[config.mk]
export PLATFORM = sky130hd
export DESIGN_NAME = lrc_engine
export DESIGN_NICKNAME = d
export VERILOG_FILES = /design/src/rtl/lrc_pkg.sv /design/src/rtl/lrc_seq.sv /design/src/rtl/lrc_accum.sv /design/src/rtl/lrc_format.sv /design/src/rtl/lrc_check.sv /design/src/rtl/lrc_engine.sv
export SDC_FILE = /design/constraint.sdc
export NUM_CORES = 1
export LEC_CHECK = 0
export ABC_AREA = 0
export BUFFER_PORTS_ARGS = -buffer_cell sky130_fd_sc_hd__buf_2
export CAP_MARGIN = 25
export CORE_ASPECT_RATIO = 0.9
export CORE_MARGIN = 1
export CORE_UTILIZATION = 35
export CTS_CLUSTER_DIAMETER = 80
export DETAILED_ROUTE_END_ITERATION = 6
export GPL_ROUTABILITY_DRIVEN = 0
export HOLD_SLACK_MARGIN = 0.15
export SYNTH_ARGS = -nofsm -noshare
export SYNTH_HDL_FRONTEND = slang
export SYNTH_SLANG_ARGS = --single-unit
[constraint.sdc]
create_clock -name clk -period 3.6 [get_ports clk]
set_clock_uncertainty 0.05 [all_clocks]
set_input_delay 0.18 -clock clk [delete_from_list [all_inputs] [get_ports clk]]
set_output_delay 0.18 -clock clk [all_outputs]
set_load 0.01 [all_outputs]
[src/rtl/lrc_pkg.sv]
package lrc_pkg;
   typedef enum logic [1:0] {
      B8_SELF_PAR = 2'd0,
      B8_PAR_ACC  = 2'd1,
      B8_ZERO     = 2'd2,
      B8_ONE      = 2'd3
   } b8_mode_e;
endpackage

[src/rtl/lrc_seq.sv]
// Tracks deferred exclusion and the pending check slot; decides inclusion.
module lrc_seq (
   input  logic clk,
   input  logic rst_n,
   input  logic chr_vld,
   input  logic blk_start,
   input  logic excl_now,
   input  logic excl_next,
   input  logic chk_next,
   output logic take,
   output logic pend,
   output logic slot_stb
);
   logic skip_q, pend_q;
   logic stb;

   assign stb      = chr_vld & ~blk_start;
   assign slot_stb = stb & pend_q;
   assign take     = stb & ~pend_q & ~skip_q & ~excl_now;
   assign pend     = pend_q;

   always_ff @(posedge clk or negedge rst_n) begin
      if (!rst_n) begin
         skip_q <= 1'b0;
         pend_q <= 1'b0;
      end else if (blk_start) begin
         skip_q <= 1'b0;
         pend_q <= 1'b0;
      end else if (stb) begin
         skip_q <= excl_next;
         pend_q <= chk_next & ~pend_q;
      end
   end
endmodule

[src/rtl/lrc_accum.sv]
// Column-wise XOR of included data bits plus XOR of their parity bits.
module lrc_accum #(
   parameter int CHAR_W = 8,
   localparam int DATA_W = CHAR_W - 1
) (
   input  logic              clk,
   input  logic              rst_n,
   input  logic              clear,
   input  logic              take,
   input  logic [CHAR_W-1:0] chr_data,
   output logic [DATA_W-1:0] acc,
   output logic              par_acc
);
   logic [DATA_W-1:0] acc_q;
   logic              par_q;

   always_ff @(posedge clk or negedge rst_n) begin
      if (!rst_n) begin
         acc_q <= '0;
         par_q <= 1'b0;
      end else if (clear) begin
         acc_q <= '0;
         par_q <= 1'b0;
      end else if (take) begin
         acc_q <= acc_q ^ chr_data[DATA_W-1:0];
         par_q <= par_q ^ chr_data[CHAR_W-1];
      end
   end

   assign acc     = acc_q;
   assign par_acc = par_q;
endmodule

[src/rtl/lrc_format.sv]
// Builds the check character from the accumulator and static settings.
module lrc_format
   import lrc_pkg::*;
#(
   parameter int CHAR_W = 8,
   localparam int DATA_W = CHAR_W - 1
) (
   input  logic [DATA_W-1:0] acc,
   input  logic              par_acc,
   input  logic [1:0]        b8_mode,
   input  logic              invert,
   input  logic              odd_par,
   output logic [CHAR_W-1:0] lrc
);
   logic [DATA_W-1:0] low;
   logic              top;
   b8_mode_e          mode;

   assign mode = b8_mode_e'(b8_mode);

   for (genvar b = 0; b < DATA_W; b++) begin : g_low
      assign low[b] = acc[b] ^ invert;
   end

   always_comb begin
      unique case (mode)
         B8_SELF_PAR: top = (^low) ^ odd_par;
         B8_PAR_ACC:  top = par_acc ^ invert;
         B8_ZERO:     top = 1'b0;
         B8_ONE:      top = 1'b1;
         default:     top = 1'b0;
      endcase
   end

   assign lrc = {top, low};
endmodule

[src/rtl/lrc_check.sv]
// Receive-side comparison and sticky error flag.
module lrc_check #(
   parameter int CHAR_W   = 8,
   parameter bit CMP_FULL = 1'b1
) (
   input  logic              clk,
   input  logic              rst_n,
   input  logic              blk_start,
   input  logic              err_clr,
   input  logic              cmp_stb,
   input  logic [CHAR_W-1:0] chr_data,
   input  logic [CHAR_W-1:0] lrc,
   output logic              err
);
   logic [CHAR_W-1:0] mask;
   logic              mism;
   logic              err_q;

   if (CMP_FULL) begin : g_full
      assign mask = '1;
   end else begin : g_data
      assign mask = {1'b0, {(CHAR_W-1){1'b1}}};
   end

   assign mism = cmp_stb & (|((chr_data ^ lrc) & mask));

   always_ff @(posedge clk or negedge rst_n) begin
      if (!rst_n)         err_q <= 1'b0;
      else if (blk_start) err_q <= 1'b0;
      else                err_q <= (err_q & ~err_clr) | mism;
   end

   assign err = err_q;
endmodule

[src/rtl/lrc_engine.sv]
module lrc_engine #(
   parameter int CHAR_W   = 8,
   parameter bit CMP_FULL = 1'b1
) (
   input  logic              clk,
   input  logic              rst_n,
   input  logic              chr_vld,
   input  logic [CHAR_W-1:0] chr_data,
   input  logic              dir_tx,
   input  logic              excl_now,
   input  logic              excl_next,
   input  logic              blk_start,
   input  logic              chk_next,
   input  logic              err_clr,
   input  logic [1:0]        cfg_b8_mode,
   input  logic              cfg_invert,
   input  logic              cfg_odd_par,
   output logic [CHAR_W-1:0] lrc_value,
   output logic              lrc_slot,
   output logic              sub_vld,
   output logic              lrc_err
);
   localparam int DATA_W = CHAR_W - 1;

   initial begin
      if (CHAR_W < 2) $error("lrc_engine: CHAR_W must be at least 2");
   end

   logic              take, pend, slot_stb;
   logic [DATA_W-1:0] acc;
   logic              par_acc;

   lrc_seq u_seq (
      .clk(clk), .rst_n(rst_n), .chr_vld(chr_vld), .blk_start(blk_start),
      .excl_now(excl_now), .excl_next(excl_next), .chk_next(chk_next),
      .take(take), .pend(pend), .slot_stb(slot_stb)
   );

   lrc_accum #(.CHAR_W(CHAR_W)) u_acc (
      .clk(clk), .rst_n(rst_n), .clear(blk_start), .take(take),
      .chr_data(chr_data), .acc(acc), .par_acc(par_acc)
   );

   lrc_format #(.CHAR_W(CHAR_W)) u_fmt (
      .acc(acc), .par_acc(par_acc), .b8_mode(cfg_b8_mode),
      .invert(cfg_invert), .odd_par(cfg_odd_par), .lrc(lrc_value)
   );

   lrc_check #(.CHAR_W(CHAR_W), .CMP_FULL(CMP_FULL)) u_chk (
      .clk(clk), .rst_n(rst_n), .blk_start(blk_start), .err_clr(err_clr),
      .cmp_stb(slot_stb & ~dir_tx), .chr_data(chr_data), .lrc(lrc_value),
      .err(lrc_err)
   );

   assign lrc_slot = pend;
   assign sub_vld  = slot_stb & dir_tx;
endmodule

Yosys cells after proc, flatten, opt, wreduce, memory -nomap -nowiden
Cells that the tools add are included.
- shifts and indexed selects: 0
- divide/modulo/power cells: 0
- eq/ne operators: 3
- reduce and logical (&&, ||, !) cells: 5
- bitwise operators: 29
- muxes and demuxes: 10
- order comparisons: 0
- multipliers: 0
- add/subtract/negate cells: 0
- operator list (kind ; number):
    $mux 7 ; 2
    $and 1x1->1 ; 10
    $xor 1x1->1 ; 10
    $reduce_or 8->1 ; 1
    $xor 8x8->8 ; 1
    $mux 1 ; 7
    $reduce_xor 7->1 ; 1
    $xor 7x7->7 ; 1
    $not 1->1 ; 6
    $eq 2x2->1 const B ; 2
    $pmux 1 s4 ; 1
    $reduce_bool 2->1 ; 2
    $eq 2x1->1 const B ; 1
    $logic_not 2->1 ; 1
    $or 1x1->1 ; 1
- bits in read-only memories: 0
- logic and storage cells: 52
- latch bits: 0
- output and inout bits: 11
- flip-flop bits (word level): 11
- memories: 0
- input port bits: 21
- RAM bits: 0

Depth between registers and ports, before layout
Gate-level depths: netlist of run 1.
- word-level depth: 9
- gate-level depth with buffers: 6
- mapped depth without buffers: 5

By module
A second synthesis of run 1 with hierarchy kept.
- cells, all modules: 81
- area total of the unflattened synthesis: 840.8 µm²
- modules (own cells, without submodules) (module ; cells an instance ; area each (µm²) ; instances ; seq. area each (µm²)):
    lrc_accum ; 35 ; 406.6 ; 1 ; 200.2
    lrc_format ; 18 ; 180.2 ; 1 ; 0.0
    lrc_check ; 15 ; 128.9 ; 1 ; 25.0
    lrc_seq ; 11 ; 108.9 ; 1 ; 50.0
    lrc_engine ; 2 ; 16.3 ; 1 ; 0.0

Worst setup path before layout of run 1
Ideal clock, no wire load.
- path kind: register -> register
- from: register u_acc.acc_q[0], in the netlist u_acc.acc[0]
- to: register u_chk.err_q, in the netlist u_chk.err
- required time: 3.454 ns
- slack: 1.815 ns
- arrival time: 1.640 ns
- period minus slack after synthesis: 1.785 ns
- library setup time: 0.096 ns
- cell stages (with the launch flop): 6
- buffers on the path: 0
- path through: dfrtp_1 > xor2_4 > xnor3_2 > mux2i_2 > a21o_1 > a311oi_2
- longest elaborated chain between the ends: 9
- ends and longest elaborated chain (item ; line ; RTL):
    start, declared ; lrc_accum.sv:14 ; logic [DATA_W-1:0] acc_q;
    start signal, assigned ; lrc_accum.sv:25 ; acc_q <= acc_q ^ chr_data[DATA_W-1:0];
    $xor 1x1->1 * ; lrc_format.sv:22 ; assign low[b] = acc[b] ^ invert;
    named net lrc_value[0] ; lrc_engine.sv:18 ; output logic [CHAR_W-1:0] lrc_value,
    $reduce_xor 7->1 ; lrc_format.sv:27 ; B8_SELF_PAR: top = (^low) ^ odd_par;
    $xor 1x1->1 ; lrc_format.sv:27 ;
    $pmux 1 s4 ; lrc_format.sv:26 ; unique case (mode)
    $xor 8x8->8 * ; lrc_check.sv:25 ; assign mism = cmp_stb & (|((chr_data ^ lrc) & mask));
    $reduce_or 8->1 * ; lrc_check.sv:25 ;
    $and 1x1->1 * ; lrc_check.sv:25 ;
    $or 1x1->1 * ; lrc_check.sv:30 ; else err_q <= (err_q & ~err_clr) | mism;
    $mux 1 * ; lrc_check.sv:29 ; else if (blk_start) err_q <= 1'b0;
    end signal, assigned ; lrc_check.sv:30 ;
    end, declared ; lrc_check.sv:17 ; logic err_q;
The timed path passes the listed nets; every way through them passes the cells marked *.
A chain may end at the register's enable or synchronous reset.

Worst setup path in the final report of run 1
- from: register u_acc.acc_q[0], in the netlist u_acc.acc[0]
- to: output lrc_value[7]
- longest elaborated chain between the ends: 4
- ends and longest elaborated chain (item ; line):
    $xor 1x1->1 ; lrc_format.sv:22
    $reduce_xor 7->1 ; lrc_format.sv:27
    $xor 1x1->1 ; lrc_format.sv:27
    $pmux 1 s4 ; lrc_format.sv:26
    end, declared ; lrc_engine.sv:18
Every way passes these cells.

==> results.md, run 1 <==
* Status: completed
* Hold Violations, Final at 0
* Ys async rst share at 100%
* Predominant post-synthesis flop cell: dfrtp_1
* Post-synth EDFFs at 0
* Core area at 0.00220 mm2
* Post-Syn Area at 831 um2
* Vias at 683
* Yosys reg bits at 11
* Area growth, synth to finish at 26.4%
* Vias in the first global route at 606
* WL/cell at 11.6 um
* Post-synth top area cell: dfrtp_1
* Placed Instances at 140
* Final nets at 142
* Antenna-violating nets left at 0
* CP arrival at 1.85 ns
* Full die area at 0.00257 mm2
* Root Buffer: clkbuf_4
* Initial antenna violation count at 0
* Setup Viol. Count Final at 0
* YS warnings at 0
* Setup crit end kind: output port
* Global-route wire length before repair at 2650 um
* Max-Cap Viols at 0
* DRC at 0
* Top cell type's share of synthesized area at 33.1%
* Die height at 48.2 um
* Core Rows at 16
* Sum Neg Setup Slack at 0 ns
* Lkg Pwr at 0.000517 uW
* Most frequent cell after synthesis: xor2_1
* Final Core Density at 47.7%
* Worst Max-Slew Pin Slew at 0.849 ns
* Synthesized net count at 107
* Fin cells at 147
* CTS tree: yes
* I/O pins at 32
* RSZ-0062 raised after global routing: false
* H-tree depth at 1
* Worst skew pair latency at 0.27 ns
* Layout cells sized above 1 at 32.5%
* Chip width at 53.4 um
* DR iter-0 viols at 12
* Most frequent cells after synthesis: xor2_1, dfrtp_1, nor2_1
* CTS resizes at 0
* VDD IR-drop max at 0.212 mV
* Final WL at 1710 um
* Fillers at 233
* Ant. Diodes at 0
* GR Layer Usage met2 at 25.0%
* Power Dens Cells at 289 mW/mm2
* Period utilisation layout at 57.7%
* CTS Sinks at 11
* HPWL after DPL at 1350 um
* Count of different cell masters after synthesis at 28
* Worst slew margin relative to its limit at 42.9%
* Met1 Use GR at 19.3%
* GR peak layer: met2
* Mapped Cells at 86
* Met3 Use GR at 5.92%
* Total Power Consumption at 303 uW
* Post-Syn Area per Cell at 9.66 um2
* Top post-synthesis cells by area: dfrtp_1, xor2_1, xnor2_1, nor2_1, nand2_1
* Grt total ovfl at 0
* TritonRoute pass-1 iters at 4
* Crit start category: register
* Critical path class: register to output port
* Slew Limit Fails at 0
* Total track usage at 15.4%
* Fmax at 482 MHz
* CTS Buf Count at 3
* Initial Util at 37.7%
* Register area share after synthesis at 33.1%
* Final min period at 2.08 ns
* Max clock buf depth at 2
* Hold Crit Class: input pin to register
* Vias per cell at 4.65
* Reg clk slew, reported paths at 0.07 ns
* Largest net degree at the start of global routing at 14
* I/O Buffers at 31
* Worst-path fanout max at 3
* Worst Path Required at 3.37 ns
[path summary, 6_finish.rpt]
kind / start / to / slack (ns) / cells after the start
setup / recovery: u_acc.acc[0]$_DFFE_PN0P_ / lrc_value[7] / 1.52 / 5
hold / removal: chr_vld / u_seq.skip_q$_DFFE_PN0P_ / 0.18 / 3
setup reg to reg: u_acc.acc[6]$_DFFE_PN0P_ / u_chk.err$_DFF_PN0_ / 1.76 / 5
hold reg to reg: u_seq.skip_q$_DFFE_PN0P_ / u_seq.skip_q$_DFFE_PN0P_ / 0.50 / 2
max in group asynchronous: rst_n / u_chk.err$_DFF_PN0_ / 3.03 / 2
min in group asynchronous: rst_n / u_acc.acc[6]$_DFFE_PN0P_ / 0.26 / 2
[metrics by stage]
stage	area, um2	setup WS (ns)	hold WS [ns]
after global placement	993	1.71	0.0184
after CTS	1050	1.50	0.178
after floorplan	831	1.81	-0.166
after detailed placement	993	1.69	0.0198
final	1050	1.52	0.181
after global routing	1050	1.43	0.185
[power breakdown]
part | internal, uW | leakage [uW] | switching, uW
clock network | 42.9 | 0.0000150 | 41.5
registers | 128 | 0.000151 | 5.70
logic | 42.9 | 0.000351 | 42.3
[cells in the final DEF, fill, tap and decap left out, types with 3 or more instances in the layout]
| cell | count |
|---|---|
| a21oi_1 | 3 |
| buf_2 | 31 |
| clkbuf_4 | 3 |
| dfrtp_1 | 11 |
| dlygate4sd3_1 | 3 |
| inv_1 | 3 |
| nand2_1 | 9 |
| nor2_1 | 11 |
| xnor2_1 | 5 |
| xor2_1 | 19 |
[critical path, stage by stage, from the launching register on]
cell	delay, ns
dfrtp_1	0.44
xor2_4	0.19
xnor3_2	0.46
mux2i_2	0.22
and2_1	0.15
buf_2	0.12
[logic make-up after synthesis]
group	count (synthesis)	synth area share, %
xor+xnor	27	34.2
compound gates	6	5.57
flops	11	33.1
simple gates	33	19.7
mux	2	2.86
buf+inv	7	4.52
[registers in the layout, summed over array words and instances (netlist names)]
signal and count:
u_acc.acc 7, u_acc.par_acc 1, u_seq.skip_q 1, u_chk.err 1, u_seq.pend 1
[area by class of cell]
cell class	instances	area (um2)	area share (%)
Tap cell	27	33.8	3.22
Clock buffer	4	26.3	2.50
Multi-Input combinational cell	68	518	49.3
Timing Repair Buffer	34	185	17.6
Inverter	3	11.3	1.07
Sequential cell	11	275	26.2
[routing by layer]
| layer | up-vias | share of wire (%) |
|---|---|---|
| li1 | 349 | - |
| met1 | 313 | 46 |
| met5 | - | 0 |
| met4 | 0 | 0.76 |
| met3 | 2 | 6.9 |
| met2 | 19 | 47 |
[timing repair]
action,4_1_cts,5_1_grt
hold buffers,3,0
endpoints found under the setup margin,0,0
hold endpoints to repair,13,0
setup buffers,0,0
No activity file was read; power rests on OpenSTA's default activity.
==> run 2, diff against run 1 <==
==> constraint.sdc (replaced) <==
create_clock -name clk -period 2 [get_ports clk]
set_clock_uncertainty 0.05 [all_clocks]
set_input_delay 0.1 -clock clk [delete_from_list [all_inputs] [get_ports clk]]
set_output_delay 0.1 -clock clk [all_outputs]
set_load 0.01 [all_outputs]
==> run 2 against run 1 <==
Utilization up 11 points. Register-to-register slack worse by 1.7 ns. Largest power group unchanged. Sequential power up 80%. Critical path type unchanged. Cell area up 22%. Non-clock buffer count up 23. Wire length up 15%. Critical path depth unchanged. Highest routed layer unchanged. Die area unchanged.
==> results.md, run 2 (synthesis results as in run 1) <==
* Status: completed
* Final setup margin at 0.0537 ns (-1.47 ns)
* Setup Viol. Count Final at 0 (unchanged)
* Total track usage at 17.6% (+2.2 points)
* I/O pins at 32 (unchanged)
* Switch Pwr at 168 uW (+88%)
* DRC at 0 (unchanged)
* Hold Violations, Final at 0 (unchanged)
* GR Layer Usage met2 at 31.3% (+6.3 points)
* CTS Sinks at 11 (unchanged)
* Most frequent cells in the layout: buf_2, dlygate4sd3_1, xor2_1
* Switch share at 28.8% (-0.76 points)
* Core Rows at 16 (unchanged)
* Ant. Diodes at 0 (unchanged)
* Met3 Use GR at 5.92% (unchanged)
* Final WL at 1950 um (+15%)
* Chip width at 53.4 um (unchanged)
* Initial Util at 37.7% (unchanged)
* Worst Path Required at 1.85 ns (-1.52 ns)
* Global-route wire length before repair at 3030 um (+14%)
* DR iter-0 viols at 7 (-5)
* Crit start category: register
* Period utilisation layout at 97.3%
* Vias in the first global route at 686 (+13%)
* Reg-to-reg slack, setup at 0.08 ns (-1.68 ns)
* Vias at 780 (+14%)
* Lkg Pwr at 0.000617 uW (+19%)
* Layout cells sized above 1 at 34.3% (+1.8 points)
* Grt total ovfl at 0 (unchanged)
* CTS Buf Count at 3 (unchanged)
* Worst-path fanout max at 3 (unchanged)
* RSZ-0062 raised after global routing: true
* Combinational power share at 33.4% (+5.3 points)
* Commonest non-fill, non-tap cell in the layout: buf_2
* TritonRoute pass-1 iters at 4 (unchanged)
* CTS tree: yes
* Max clock buf depth at 2 (unchanged)
* Max-Cap Viols at 0 (unchanged)
* Worst skew pair latency at 0.27 ns (about the same)
* Final nets at 165 (+16%)
* I/O Buffers at 31 (unchanged)
* Setup slack after placement at 0.146 ns (-1.55 ns)
* HPWL after DPL at 1380 um (+2.2%)
* Slew Limit Fails at 0 (unchanged)
* Critical path class: register to output port
* WL/cell at 11.5 um (-0.90%)
* Root Buffer: clkbuf_4
* Placed Instances at 142 (+1.4%)
* FF-to-FF path depth at 6 (+1)
* Setup crit end kind: output port
* Hold Crit Class: input pin to asynchronous set/reset pin
* Final min period at 1.95 ns
* Worst slew margin relative to its limit at 75.1% (+32 points)
* Max reg flops at 7 (unchanged)
* Met1 Use GR at 20.7% (+1.4 points)
* Die height at 48.2 um (unchanged)
* GR peak layer: met2
* Initial antenna violation count at 0 (unchanged)
* Full die area at 0.00257 mm2 (unchanged)
* Fin cells at 170 (+16%)
* Vias per cell at 4.59 (-1.2%)
* Power Dens Cells at 456 mW/mm2 (+58%)
* Worst hold slack at 0.178 ns (-0.00270 ns)
* H-tree depth at 1 (unchanged)
* Largest net degree at the start of global routing at 12 (-2)
* VDD IR-drop max at 0.355 mV (+67%)
* Area growth, synth to finish at 54.5%
* Worst flop-to-flop path startpoint: u_acc.acc[0]$_DFFE_PN0P_
* Crit Reg-Reg Endpoint: u_chk.err$_DFF_PN0_
* Sequential power share at 41.1% (-2.9 points)
* Core area at 0.00220 mm2 (unchanged)
* Antenna-violating nets left at 0 (unchanged)
* Reg clk slew, reported paths at 0.07 ns (about the same)
* Internal at 417 uW (+95%)
* Worst Max-Slew Pin Slew at 0.373 ns (-0.477 ns)
* Fmax at 514 MHz
* CP arrival at 1.80 ns (-0.05 ns)
* Clock power frac at 25.5% (-2.4 points)
==> run 2: changes by cell type in the layout (fill, tap and decap cells not counted), moves of 2 or more <==
cell / delta
buf_4: +7
dfrtp_1: -2
dfrtp_2: +2
dlygate4sd3_1: +16
==> run 2: worst max path at each step <==
stage,start,end,slack [ns],cells past startpoint
CTS,blk_start,u_acc.acc[0]$_DFFE_PN0P_,0.02,8
global placement,u_acc.acc[4]$_DFFE_PN0P_,u_chk.err$_DFF_PN0_,0.19,5
detailed placement,u_acc.acc[0]$_DFFE_PN0P_,u_chk.err$_DFF_PN0_,0.15,5
floorplan,u_acc.acc[0]$_DFFE_PN0P_,u_chk.err$_DFF_PN0_,0.21,5
finish,u_acc.acc[0]$_DFFE_PN0P_,lrc_value[7],0.05,5
global route,u_acc.acc[0]$_DFFE_PN0P_,lrc_value[7],-0.03,5
==> run 2: what timing repair did <==
item	CTS	global route
hold buffers	19	0
setup buffers	2	3
endpoints found under the hold margin	22	0
pin swaps	1	2
resized for setup	2	3
setup endpoints to repair	1	3
==> run 2: area by class of cell <==
type	count	area [um2]
clock buffers	4	26.3
fillers	214	918
inverters	3	11.3
multi-input cells	68	534
flip-flops and latches	11	278
well taps	27	33.8
repair buffers	57	400
==> run 2: metal layers <==
metal  wire length (um)  up-vias
met1                866      366
li1                   -      392
met5                  0        -
met3                 93        2
met4                 11        0
met2                982       20
==> run 2: power by group through the flow <==
stage | clock network, uW | logic [uW] | registers (uW)
final | 149 | 195 | 240
after global routing | 165 | 216 | 242
after CTS | 156 | 190 | 240
after detailed placement | 0 | 154 | 245
after global placement | 0 | 152 | 244
after floorplan | 0 | 100 | 243
==> run 2: stage by stage <==
| stage | power (uW) | util, % | TNS, ns | area, um2 |
|---|---|---|---|---|
| after floorplan | 343 | - | 0 | 831 |
| after global placement | 396 | 45.8 | 0 | 1010 |
| after detailed placement | 399 | 45.8 | 0 | 1010 |
| after CTS | 585 | 56.4 | 0 | 1240 |
| after global routing | 622 | 58.3 | -0.0330 | 1280 |
| final | 585 | 58.3 | 0 | 1280 |
==> run 2: critical path, stage by stage (launching register included) <==
cell and delay (ns):
dfrtp_2 0.44, xor2_4 0.17, xnor3_2 0.47, mux2i_2 0.19
and2_1 0.14, buf_2 0.12
